===== src/rtl/bat_pkg.sv =====
package bat_pkg;
   // Bit positions inside the data word that neighbouring logic decodes
   localparam int ATTR_LSB  = 3;
   localparam int ATTR_W    = 4;
   localparam int GUARD_BIT = 3;
   localparam int PROT_W    = 2;

   typedef enum logic [PROT_W-1:0] {
      PROT_NONE = 2'b00,
      PROT_RO   = 2'b01,
      PROT_RW   = 2'b10,
      PROT_RO2  = 2'b11
   } prot_e;

   function automatic logic prot_violation(input logic [PROT_W-1:0] p, input logic is_wr);
      if (is_wr) return (p != PROT_RW);
      return (p == PROT_NONE);
   endfunction
endpackage


===== src/rtl/bat_store.sv =====
module bat_store #(
   parameter int N  = 8,
   parameter int NI = 4,
   parameter int AW = 32,
   parameter int IW = 3
) (
   input  logic                  clk,
   input  logic                  rst_n,
   input  logic                  wr_en,
   input  logic [IW-1:0]         wr_idx,
   input  logic                  wr_hi,
   input  logic [AW-1:0]         wr_data,
   input  logic [IW-1:0]         rd_idx,
   input  logic                  rd_hi,
   output logic [AW-1:0]         rd_data,
   output logic [N-1:0][AW-1:0]  up_q,
   output logic [N-1:0][AW-1:0]  lo_q
);
   import bat_pkg::*;

   logic [AW-1:0] lo_wdata;

   always_comb begin
      lo_wdata = wr_data;
      if (32'(wr_idx) < NI) lo_wdata[GUARD_BIT] = 1'b0;
   end

   always_ff @(posedge clk) begin
      if (!rst_n) begin
         up_q <= '0;
         lo_q <= '0;
      end else if (wr_en && (32'(wr_idx) < N)) begin
         if (wr_hi) up_q[wr_idx] <= wr_data;
         else       lo_q[wr_idx] <= lo_wdata;
      end
   end

   always_comb begin
      rd_data = '0;
      if (32'(rd_idx) < N) rd_data = rd_hi ? up_q[rd_idx] : lo_q[rd_idx];
   end
endmodule


===== src/rtl/bat_match.sv =====
module bat_match #(
   parameter int N     = 8,
   parameter int NI    = 4,
   parameter int AW    = 32,
   parameter int BLK_W = 15,
   parameter int MSK_W = 11
) (
   input  logic [N-1:0][AW-1:0] up_q,
   input  logic [N-1:0][AW-1:0] lo_q,
   input  logic [AW-1:0]        ea,
   input  logic                 is_inst,
   input  logic                 sup,
   output logic [N-1:0]         hit_vec,
   output logic [N-1:0][AW-1:0] pa_vec
);
   localparam int OFF_W = AW - BLK_W;

   for (genvar g = 0; g < N; g++) begin : g_ent
      localparam bit INST_SIDE = (g < NI);
      logic [BLK_W-1:0] care;
      logic             priv_ok;
      logic             tag_eq;

      assign care    = ~{{(BLK_W-MSK_W){1'b0}}, up_q[g][MSK_W+1:2]};
      assign priv_ok = sup ? up_q[g][1] : up_q[g][0];
      assign tag_eq  = (((ea[AW-1:OFF_W] ^ up_q[g][AW-1:OFF_W]) & care) == '0);
      assign hit_vec[g] = (is_inst == INST_SIDE) && priv_ok && tag_eq;
      assign pa_vec[g]  = {(lo_q[g][AW-1:OFF_W] & care) | (ea[AW-1:OFF_W] & ~care),
                           ea[OFF_W-1:0]};
   end
endmodule


===== src/rtl/bat_pick.sv =====
module bat_pick #(
   parameter int N  = 8,
   parameter int IW = 3
) (
   input  logic [N-1:0]  hit_vec,
   output logic          any_hit,
   output logic [IW-1:0] sel
);
   always_comb begin
      any_hit = 1'b0;
      sel     = '0;
      for (int i = N - 1; i >= 0; i--) begin
         if (hit_vec[i]) begin
            any_hit = 1'b1;
            sel     = IW'(i);
         end
      end
   end
endmodule


===== src/rtl/bat_array.sv =====
module bat_array #(
   parameter int N_PER_SIDE = 4,
   parameter int AW         = 32,
   parameter int BLK_W      = 15,
   parameter int MSK_W      = 11
) (
   input  logic                     clk,
   input  logic                     rst_n,
   input  logic                     wr_en,
   input  logic [$clog2(2*N_PER_SIDE)-1:0] wr_idx,
   input  logic                     wr_hi,
   input  logic [AW-1:0]            wr_data,
   input  logic [$clog2(2*N_PER_SIDE)-1:0] rd_idx,
   input  logic                     rd_hi,
   output logic [AW-1:0]            rd_data,
   input  logic                     lk_valid,
   input  logic [AW-1:0]            lk_ea,
   input  logic                     lk_inst,
   input  logic                     lk_sup,
   input  logic                     lk_write,
   output logic                     res_valid,
   output logic                     res_hit,
   output logic [AW-1:0]            res_pa,
   output logic [bat_pkg::ATTR_W-1:0] res_attr,
   output logic                     res_fault
);
   import bat_pkg::*;

   localparam int N     = 2 * N_PER_SIDE;
   localparam int IW    = $clog2(N);
   localparam int OFF_W = AW - BLK_W;

   if (N_PER_SIDE < 1) begin : g_bad_n
      $error("N_PER_SIDE must be at least 1");
   end
   if (MSK_W >= BLK_W) begin : g_bad_msk
      $error("length mask must be narrower than block index");
   end
   if (MSK_W + 2 > OFF_W) begin : g_bad_layout
      $error("mask and valid bits overlap the block index");
   end

   logic [N-1:0][AW-1:0] up_q;
   logic [N-1:0][AW-1:0] lo_q;
   logic [N-1:0]         hit_vec;
   logic [N-1:0][AW-1:0] pa_vec;
   logic                 any_hit;
   logic [IW-1:0]        sel;
   logic [AW-1:0]        sel_lo;

   bat_store #(.N(N), .NI(N_PER_SIDE), .AW(AW), .IW(IW)) u_store (
      .clk(clk), .rst_n(rst_n), .wr_en(wr_en), .wr_idx(wr_idx), .wr_hi(wr_hi),
      .wr_data(wr_data), .rd_idx(rd_idx), .rd_hi(rd_hi), .rd_data(rd_data),
      .up_q(up_q), .lo_q(lo_q)
   );

   bat_match #(.N(N), .NI(N_PER_SIDE), .AW(AW), .BLK_W(BLK_W), .MSK_W(MSK_W)) u_match (
      .up_q(up_q), .lo_q(lo_q), .ea(lk_ea), .is_inst(lk_inst), .sup(lk_sup),
      .hit_vec(hit_vec), .pa_vec(pa_vec)
   );

   bat_pick #(.N(N), .IW(IW)) u_pick (
      .hit_vec(hit_vec), .any_hit(any_hit), .sel(sel)
   );

   assign sel_lo = lo_q[sel];

   always_ff @(posedge clk) begin
      if (!rst_n) begin
         res_valid <= 1'b0;
         res_hit   <= 1'b0;
         res_pa    <= '0;
         res_attr  <= '0;
         res_fault <= 1'b0;
      end else begin
         res_valid <= lk_valid;
         res_hit   <= lk_valid && any_hit;
         res_pa    <= (lk_valid && any_hit) ? pa_vec[sel] : '0;
         res_attr  <= (lk_valid && any_hit) ? sel_lo[ATTR_LSB +: ATTR_W] : '0;
         res_fault <= lk_valid && any_hit && prot_violation(sel_lo[PROT_W-1:0], lk_write);
      end
   end
endmodule


===== config.mk =====
export PLATFORM = sky130hd
export DESIGN_NAME = bat_array
export DESIGN_NICKNAME = d
export VERILOG_FILES = /design/src/rtl/bat_pkg.sv /design/src/rtl/bat_store.sv /design/src/rtl/bat_match.sv /design/src/rtl/bat_pick.sv /design/src/rtl/bat_array.sv
export SDC_FILE = /design/constraint.sdc
export NUM_CORES = 1
export LEC_CHECK = 0
export ABC_AREA = 1
export BUFFER_PORTS_ARGS = -buffer_cell sky130_fd_sc_hd__buf_2
export CORE_ASPECT_RATIO = 0.8
export CORE_MARGIN = 1
export CORE_UTILIZATION = 38
export CTS_CLUSTER_SIZE = 28
export DETAILED_ROUTE_END_ITERATION = 10
export GPL_ROUTABILITY_DRIVEN = 0
export SETUP_SLACK_MARGIN = 0.15
export SLEW_MARGIN = 10
export SYNTH_ARGS = -nofsm -noshare
export SYNTH_HDL_FRONTEND = slang
export SYNTH_SLANG_ARGS = --single-unit

===== constraint.sdc =====
create_clock -name clk -period 2.5 [get_ports clk]
set_input_delay 0.375 -clock clk [delete_from_list [all_inputs] [get_ports clk]]
set_output_delay 0.375 -clock clk [all_outputs]
set_load 0.02 [all_outputs]

# Yosys cells after proc, flatten, opt, wreduce, memory -nomap -nowiden
# Cells that the tools add are included.
[classes] mux=43 n_eq_ne=1 mul=0 magnitude_cmp=5 shifts=0 n_reduce_logical=31 div=0 bitwise=58 n_addsub=0
[ops] operator="bitwise mux 256 bit" count=2
[ops] operator="binary-select mux 32 bit (select 3 bit)" count=4
[ops] operator="bitwise AND 15 bit" count=24
[ops] operator="2-to-1 mux 32 bit" count=5
[ops] operator="zero test 15 bit" count=8
[ops] operator="NOT 11 -> 15 bit" count=8
[ops] operator="NOT 15 bit" count=8
[ops] operator="OR 15 bit" count=8
[ops] operator="bitwise XOR 15 bit" count=8
[ops] operator="demux 32 bit (select 3 bit)" count=1
[ops] operator="2-to-1 mux 3 bit" count=8
[ops] operator="2-to-1 mux 1 bit" count=22
[ops] operator="logical AND 1 bit" count=19
[ops] operator="less-than comparator 3 x 4 -> 1 bit (second input constant)" count=3
[ops] operator="2-to-1 mux 7 bit" count=1
[ops] operator="AND reduction 2 bit" count=3
[ops] operator="greater-or-equal comparator 3 x 1 -> 1 bit (second input constant)" count=1
[ops] operator="less-than comparator 3 bit (second input constant)" count=1
[ops] operator="zero test 2 bit" count=1
[ops] operator="inequality test 2 bit (second input constant)" count=1
[ops] operator="NOT 1 bit" count=2
[word_totals] rom_bits=0 memories=0 out_inout_bits=71 inputBits=79 word_cells=159 reg_bits=551 ram_bits=0 latchBits=0

# Logic depth before layout (Yosys ltp)
# Gate-level depths: netlist of run 1.
[logic_depth] word_depth=19 mapped_depth=25 mapped_depth_nobuf=23

# Hierarchy
# Synthesis of run 1 repeated with hierarchy kept, for this count alone.
[hier_totals] cells_unflattened=5359 hier_area_um2=32314.7
[by_module_without_submodules] mod="bat_store" seq_area_each_um2=10249.8 cells_per_inst=3631 area_per_inst_um2=23548.8 n_inst=1
[by_module_without_submodules] mod="bat_match" seq_area_each_um2=0.0 cells_per_inst=1041 area_per_inst_um2=5028.6 n_inst=1
[by_module_without_submodules] mod="bat_array" seq_area_each_um2=780.7 cells_per_inst=665 area_per_inst_um2=3638.5 n_inst=1
[by_module_without_submodules] mod="bat_pick" seq_area_each_um2=0.0 cells_per_inst=22 area_per_inst_um2=98.8 n_inst=1

# Least setup slack after synthesis of run 1
# No wires, ideal clock.
[synth_path] path_type="input to output" from="input port rd_idx[0]" to="output port rd_data[4]" path_buffers=3 slack_ns=0.113 cell_stages=7 required_time_ns=2.125 arrival_time_ns=2.012 cell_sequence="clkbuf_1 clkbuf_1 buf_1 mux2i_1 o21ai_0 o22ai_1 o21ai_0"
[synth_via] elab_chain_cells=3 elab_cells_between_ends=5 cone_classes="mux (5)"
[synth_rtl] element="start: declaration" line="bat_array.sv:13" rtl="input logic [$clog2(2*N_PER_SIDE)-1:0] rd_idx,"
[synth_rtl] element="binary-select mux 32 bit (select 3 bit)" line="bat_store.sv:40" rtl="if (32'(rd_idx) < N) rd_data = rd_hi ? up_q[rd_idx] : lo_q[rd_idx];"
[synth_rtl] element="2-to-1 mux 32 bit (not written as such)" line="bat_store.sv:40"
[synth_rtl] element="2-to-1 mux 32 bit (*)" line="bat_store.sv:40"
[synth_rtl] element="end: declaration" line="bat_array.sv:15" rtl="output logic [AW-1:0] rd_data,"
# Mark *: on every way between the ends. The rest lies on a longest branch, timed or not. The select of a mux whose other input is x is not followed.

# Worst setup path after layout of run 1
[layout_path] from="register u_store.up_q[203] in the netlist's numbering" to="output port rd_data[11]"
[layout_via] elab_chain_cells=3
[layout_rtl] element="start: declaration" line="bat_store.sv:16" rtl="output logic [N-1:0][AW-1:0] up_q,"
[layout_rtl] element="start signal: indexed assignment" line="bat_store.sv:33" rtl="if (wr_hi) up_q[wr_idx] <= wr_data;"
[layout_rtl] element="binary-select mux 32 bit (select 3 bit)" line="bat_store.sv:40"
[layout_rtl] element="2-to-1 mux 32 bit (not written as such)" line="bat_store.sv:40"
[layout_rtl] element="2-to-1 mux 32 bit" line="bat_store.sv:40"
# No other way between the ends. The select of a mux whose other input is x is not followed.

==> results.md, run 1 <==
* Final net count at 4410
* P&R area growth vs syn at 27.3%
* Reg2Reg Launch Point: u_store.up_q[251]
* Sequential share of power at 42.2%
* Routed Wire Length at approximately 120000 um
* LEAKAGE at 13.9 nW
* Final setup margin at -0.0811 ns
* Finish-stage setup viols at 9
* Maxcap violations at 0
* GRT Residual Overflow at 0
* Clock group share of total power at 45.0%
* Total CTS buffers at 60
* Pre-Repair DR Iteration Count at 6
* Die footprint at 74300 um^2
* Largest net degree at the start of global routing at 102
* Post-Synthesis Cells at 4099
* Filler cell count at 7172
* Cell Rows at 88
* Final antenna-violating net count at 0
* Wire per inst at 22.3 um
* Int Pwr at 15.6 mW
* First-pass GRT wire length at ~170000 um
* Worst reg2reg path depth at 22
* R2R setup slack at -0.07 ns
* Fin util at roughly half
* Clock-pin slew on the worst setup and hold paths at about 0.07 ns
* CTS Sinks at 551
* Share of post-route cells with drive strength above 1 at 20.1%
* DR vias/cell at 5.65
* Die H at 244 um
* Worst Path Required at 2.12 ns
* Worst-skew pair later-pin latency at 0.66 ns
* Cell variety after synth at 43
* Multi-input logic area at between 10000 and 15000 um^2
* Mapped cell area at 27800 um^2
* Clock Tree Buf Depth at 3
* Boundary Pins at 150
* Hold Path Stages at 3
* Critical path class: reg2out
* Max VDD drop at 522 uV
* Warnings, synthesis at 0
* Synthesized area per cell at 6.79 um^2
* Worst Setup SP: u_store.up_q[203]
* Register area at 11100 um^2
* Commonest non-fill, non-tap cell in the layout: o21ai_0
* Clk_skew at 0.0147 ns
* Hold WC Path Type: in2reg
* Max Clk Rate at roughly 390 MHz
* Final Hold Fails at 0
* Worst endpoint data arrival time at 2.21 ns
* Buffers added on ports at approximately 150
* Initial Util at a little under 40%
* Final Cycle Share at 103%
* Htree depth at 2
* Worst-path fanout max at 2
* DRT iter0 DRCs at approximately 3800
* Slew @ Worst Pin at roughly 1.1 ns
* Final worst path period need at 2.58 ns
* Power Dens Cells at 607 nW/um^2
* Violated checks: setup timing
* Synthesis-stage register bit count at 551
* DRC at 0
* Setup crit end kind: output pin
* Finished Layout Cells at 5329
* Switching share of power at 27.4%
* Unrepaired setup endpoints after global routing: yes
* Die Wd at 305 um
* Ys async rst share at 0%
* Slew Viols, Final at 0
* Rel. slew slack at 28.4%
* Post-synth top flop: dfxtp_1
* Worst R2R End: res_pa[26]
* GRT Resource Usage Total at 30.8%
* CTS tree: built
* Vias in the first global route at 26800
* Status: complete, but fails checks
* Synth Net Count at 4178
* Logic pwr share at around 13%
* Post-synth EDFFs at 0
* Dpl cells at 5137
* Total core area at around 72000 um^2
* Sequential share of the synthesized area at 39.6%
* CP startpoint kind: flop
* NetSw at 5.89 mW
* Via count at approximately 30000
* DPL Wire Length at about 78000 um
* Commonest non-fill, non-tap cells in the layout: o21ai_0, a21oi_1, dfxtp_1
* Antenna violations before repair at 10
* CTS Root Cell: clkbuf_16
* Hold Path End: res_valid
* Worst hold start: lk_valid
-- how the worst max path moves through the flow --
stage                        endpoint
final                     rd_data[11]
after global routing       res_pa[26]
after CTS                 rd_data[11]
after detailed placement   res_pa[12]
after global placement      res_pa[7]
after floorplan            rd_data[2]
-- cell usage after synthesis, types with 3 or more instances --
cell type / n / area (um^2)
a21oi_1: 581 / 2910
a21oi_2: 6 / 52.6
a31oi_1: 5 / 31.3
and3_1: 8 / 50.1
buf_1: 17 / 63.8
buf_2: 22 / 110
buf_4: 16 / 120
buf_6: 14 / 158
clkbuf_1: 268 / 1010
clkinv_1: 7 / 26.3
dfxtp_1: 551 / 11000
inv_1: 373 / 1400
inv_2: 15 / 56.3
mux2i_1: 61 / 611
nand2_1: 448 / 1680
nand3_1: 133 / 666
nand3b_1: 3 / 22.5
nand4_1: 17 / 106
nor2_1: 517 / 1940
nor3_1: 8 / 40.0
o211ai_1: 128 / 961
o211ai_2: 3 / 37.5
o21ai_0: 804 / 4020
o21ai_1: 31 / 155
o221ai_1: 30 / 263
o22ai_1: 3 / 18.8
xnor2_1: 8 / 70.1
-- stage by stage --
step / setup TNS (ns) / hold slack (ns) / power [mW] / worst slack, ns / instance area [um^2]
after floorplan: 0 / 0.420 / 10.6 / 0.205 / 27800
after global placement: -13.99 / 0.430 / 11.7 / -0.418 / 31300
after detailed placement: -14.07 / 0.432 / 11.7 / -0.431 / 31300
after CTS: -0.153 / 0.0262 / 21.4 / -0.0542 / 34700
after global routing: -2.12 / 0.0679 / 22.1 / -0.150 / 35400
final: -0.250 / 0.0650 / 21.5 / -0.0811 / 35400
-- critical path, stage by stage, from the launching register on --
cell and delay [ns]:
dfxtp_1 0.31, inv_2 0.06, nor2_1 0.04, a21oi_1 0.13, o21ai_1 0.08, o211ai_1 0.43, nand2_1 0.20, buf_6 0.18
buf_6 0.12
-- cells by family after synthesis --
family	synth area share [%]
XOR/XNOR	0.283
buffers and inverters	10.6
AND/OR/NAND/NOR	16.7
AO/OA/AOI/OAI	30.6
multiplexers	2.19
flip-flops	39.6
-- flip-flops by register name (all words and copies together), names as in the netlist --
register      cells
u_store.lo_q    256
u_store.up_q    256
res_fault         1
res_hit           1
res_pa           32
res_valid         1
res_attr          4
-- repair_timing --
item,CTS,global route
endpoints found under the setup margin,54,62
pin swaps,79,72
cloned,8,3
setup buffers,33,15
hold endpoints to repair,18,0
gates resized for setup,220,174
hold buffers,18,0
-- area by class of cell --
type,instances,share of cell area (%)
Clock buffer,81,5.00
Timing Repair Buffer,507,13.9
Sequential cell,551,31.3
Tap cell,945,3.34
Clock inverter,30,0.965
Inverter,397,4.25
Multi-Input combinational cell,2814,41.2
Antenna cell,4,0.0283
-- routing by layer --
layer	track usage, %	up-vias	part of all wire, %
li1	-	14300	-
met1	43.9	14100	44
met2	47.0	1572	43
met3	4.28	230	9.4
met4	11.5	4	3.7
met5	0	-	0.029
-- power by group through the flow --
stage | Clock (mW) | Sequential [mW] | Combinational [mW]
5_1_grt | 10.1 | 9.09 | 2.92
6_report | 9.67 | 9.07 | 2.73
3_3_place_gp | 0 | 9.26 | 2.46
4_1_cts | 9.74 | 9.07 | 2.59
2_1_floorplan | 0 | 9.23 | 1.35
3_5_place_dp | 0 | 9.26 | 2.47
No activity file was read; power rests on OpenSTA's default activity.
==> run 2: changes to the inputs <==
==> constraint.sdc (replaced) <==
create_clock -name clk -period 2.1 [get_ports clk]
set_input_delay 0.315 -clock clk [delete_from_list [all_inputs] [get_ports clk]]
set_output_delay 0.315 -clock clk [all_outputs]
set_load 0.02 [all_outputs]
==> run 2 against run 1 <==
  * The flow still finishes with violations (setup timing)
  * Cell area grew 7.2%
  * Flip-flop and latch count is the same
  * Via count grew 3.4%
  * Final cell count grew 5.0%
  * First-iteration DRC count shrank 12%
  * Clock-buffer cell count grew 9
  * Wire length grew 3.5%
  * Highest routed layer unchanged
==> results.md, run 2 (synthesis results as in run 1) <==
* Status: complete, but fails checks (unchanged)
* Violated checks: setup timing (unchanged)
* Total negative slack at -15.78 ns (was -0.250 ns)
* Power Dens Cells at 665 nW/um^2 (was 607 nW/um^2)
* DRT iter0 DRCs at 3349 (was 3821)
* Final setup margin at -0.441 ns (was -0.0811 ns)
* Wire per inst at 22.0 um (was 22.3 um)
* Die H at 244 um (unchanged)
* Via count at 31100 (was 30100)
* Total core area at 72200 um^2 (unchanged)
* Worst Path Required at 2.69 ns (was 2.12 ns)
* Critical path's slowest cell: dfxtp_2 (was o211ai_1)
* P&R area growth vs syn at 36.4% (was 27.3%)
* Worst-path fanout max at 9 (was 2)
* CP startpoint kind: flop (unchanged)
* Busiest grt layer: met2 (unchanged)
* Multi-input logic area at 14800 um^2 (was 14600 um^2)
* DR vias/cell at 5.57 (was 5.65)
* Boundary Pins at 150 (unchanged)
* Die Wd at 305 um (unchanged)
* Critical Path Max Stage Delay at 0.33 ns (was 0.43 ns)
* Grt met1 use at 44.4% (was 43.9%)
* Routed Wire Length at 123000 um (was 119000 um)
* GR met2 Demand/Resource at 48.8% (was 47.0%)
* CP most frequent cell: nor2_1 (was buf_6)
* Pre-Repair DR Iteration Count at 6 (unchanged)
* Dpl ws at -0.859 ns (was -0.431 ns)
* Final antenna-violating net count at 0 (unchanged)
* Unrepaired setup endpoints after global routing: yes (unchanged)
* Final net count at 4675 (was 4410)
* Filler cell count at 6974 (was 7172)
* Commonest non-fill, non-tap cell in the layout: o21ai_0 (unchanged)
* CTS tree: built (unchanged)
* Clock Tree Buf Depth at 3 (unchanged)
* Antenna violations before repair at 10 (unchanged)
* Fin util at 52.5% (was 49.0%)
* LEAKAGE at 15.2 nW (was 13.9 nW)
* CP Cell Sequence: buf_6, nand2_4, nand4_1, nor2_1, buf_4, nand2_2, buf_4, o21ai_0, nand2_1, nand2_2, nand2_8, inv_8, bufbuf_16, o21ai_0, o21ai_1, nor2_1, nor2_1 (was inv_2, nor2_1, a21oi_1, o21ai_1, o211ai_1, nand2_1, buf_6, buf_6)
* Hold WC Path Type: in2reg (unchanged)
* DRC at 0 (unchanged)
* Pwr Total at 25.3 mW (was 21.5 mW)
* CTS Root Cell: clkbuf_16 (unchanged)
* Max VDD drop at 581 uV (was 522 uV)
* Worst-skew pair later-pin latency at 0.66 ns (about the same)
* GRT Residual Overflow at 0 (unchanged)
* Largest net degree at the start of global routing at 146 (was 102)
* Critical path class: reg2reg (was reg2out)
* CTS Sinks at 551 (unchanged)
* First-pass GRT wire length at 181000 um (was 175000 um)
* Cell Rows at 88 (unchanged)
* Final Cycle Share at 121%
* Final Hold Fails at 0 (unchanged)
* Initial Util at 38.5% (unchanged)
* Clock-pin slew on the worst setup and hold paths at 0.06 ns (was 0.07 ns)
* Final worst path period need at 2.54 ns
* Htree depth at 2 (unchanged)
* DPL Wire Length at 80500 um (was 78400 um)
* GRT Resource Usage Total at 32.0% (was 30.8%)
* Grt met3 use at 5.95% (was 4.28%)
* Rel. slew slack at 60.8% (was 28.4%)
* Largest regs: u_store.lo_q x256, u_store.up_q x256, res_pa x32 (unchanged)
* Worst endpoint data arrival time at 3.13 ns (was 2.21 ns)
* Share of post-route cells with drive strength above 1 at 26.8% (was 20.1%)
* Setup crit end kind: flop (was output pin)
* Maxcap violations at 0 (unchanged)
* Finish-stage setup viols at 64 (was 9)
* Buffers added on ports at 149 (unchanged)
* Die footprint at 74300 um^2 (unchanged)
* Slew Viols, Final at 0 (unchanged)
* Register area at 11100 um^2 (about the same)
* Total CTS buffers at 58 (was 60)
* Max Clk Rate at between 300 and 400 MHz
* Commonest non-fill, non-tap cells in the layout: o21ai_0, a21oi_1, nor2_1 (was o21ai_0, a21oi_1, dfxtp_1)
* Vias in the first global route at 28300 (was 26800)
* Slew @ Worst Pin at 0.588 ns (was 1.07 ns)
* Clk_skew at 0.0338 ns (was 0.0147 ns)
## run 2: final cells by class
type / instances / share of cell area [%]
Inverter: 397 / 4.08
Sequential cell: 551 / 29.3
Multi-Input combinational cell: 2814 / 39.1
Timing Repair Buffer: 774 / 19.2
Tap cell: 945 / 3.12
Clock inverter: 15 / 0.495
Clock buffer: 90 / 4.57
Antenna cell: 10 / 0.0659
## run 2: routing by layer
| metal | vias to the layer above | part of all wire (%) |
|---|---|---|
| met2 | 1589 | 43 |
| met1 | 14400 | 43 |
| met3 | 289 | 10 |
| met5 | - | 0.016 |
| li1 | 14800 | - |
| met4 | 2 | 4.2 |
## run 2: worst max-delay path: cells and delay by family (launching register included)
family	cells	cell delay, ns
flops	1	0.33
simple gates	9	0.85
buf+inv	5	0.82
compound gates	3	0.49
## run 2: worst paths after layout
check,from,to,slack (ns),depth (start not counted)
worst max-delay path,u_store.up_q[253],res_pa[26],-0.44,17
worst min-delay path,wr_idx[2],u_store.lo_q[227],0.07,3
worst max register to register,u_store.up_q[253],res_pa[26],-0.44,17
worst min register to register,u_store.up_q[15],u_store.up_q[15],0.44,2
## run 2: stage by stage
step	cell area, um^2	hold WS, ns	cells
finish	38000	0.0690	5596
global placement	33100	0.433	5378
global route	37900	0.0778	5591
floorplan	28000	0.420	4099
CTS	37200	0.0358	5570
detailed placement	33100	0.436	5378
## run 2: power by group
part           switching (mW)  internal (mW)
clock                    4.64           6.13
combinational            2.26           1.42
sequential              0.127           10.7
total                    7.03           18.2
## run 2: repair_timing
action | CTS | global route
resized for setup | 446 | 211
pin swaps | 119 | 110
hold endpoints to repair | 23 | 0
cloned | 20 | 1
setup buffers | 48 | 15
endpoints found under the setup margin | 70 | 70
hold buffers | 19 | 0
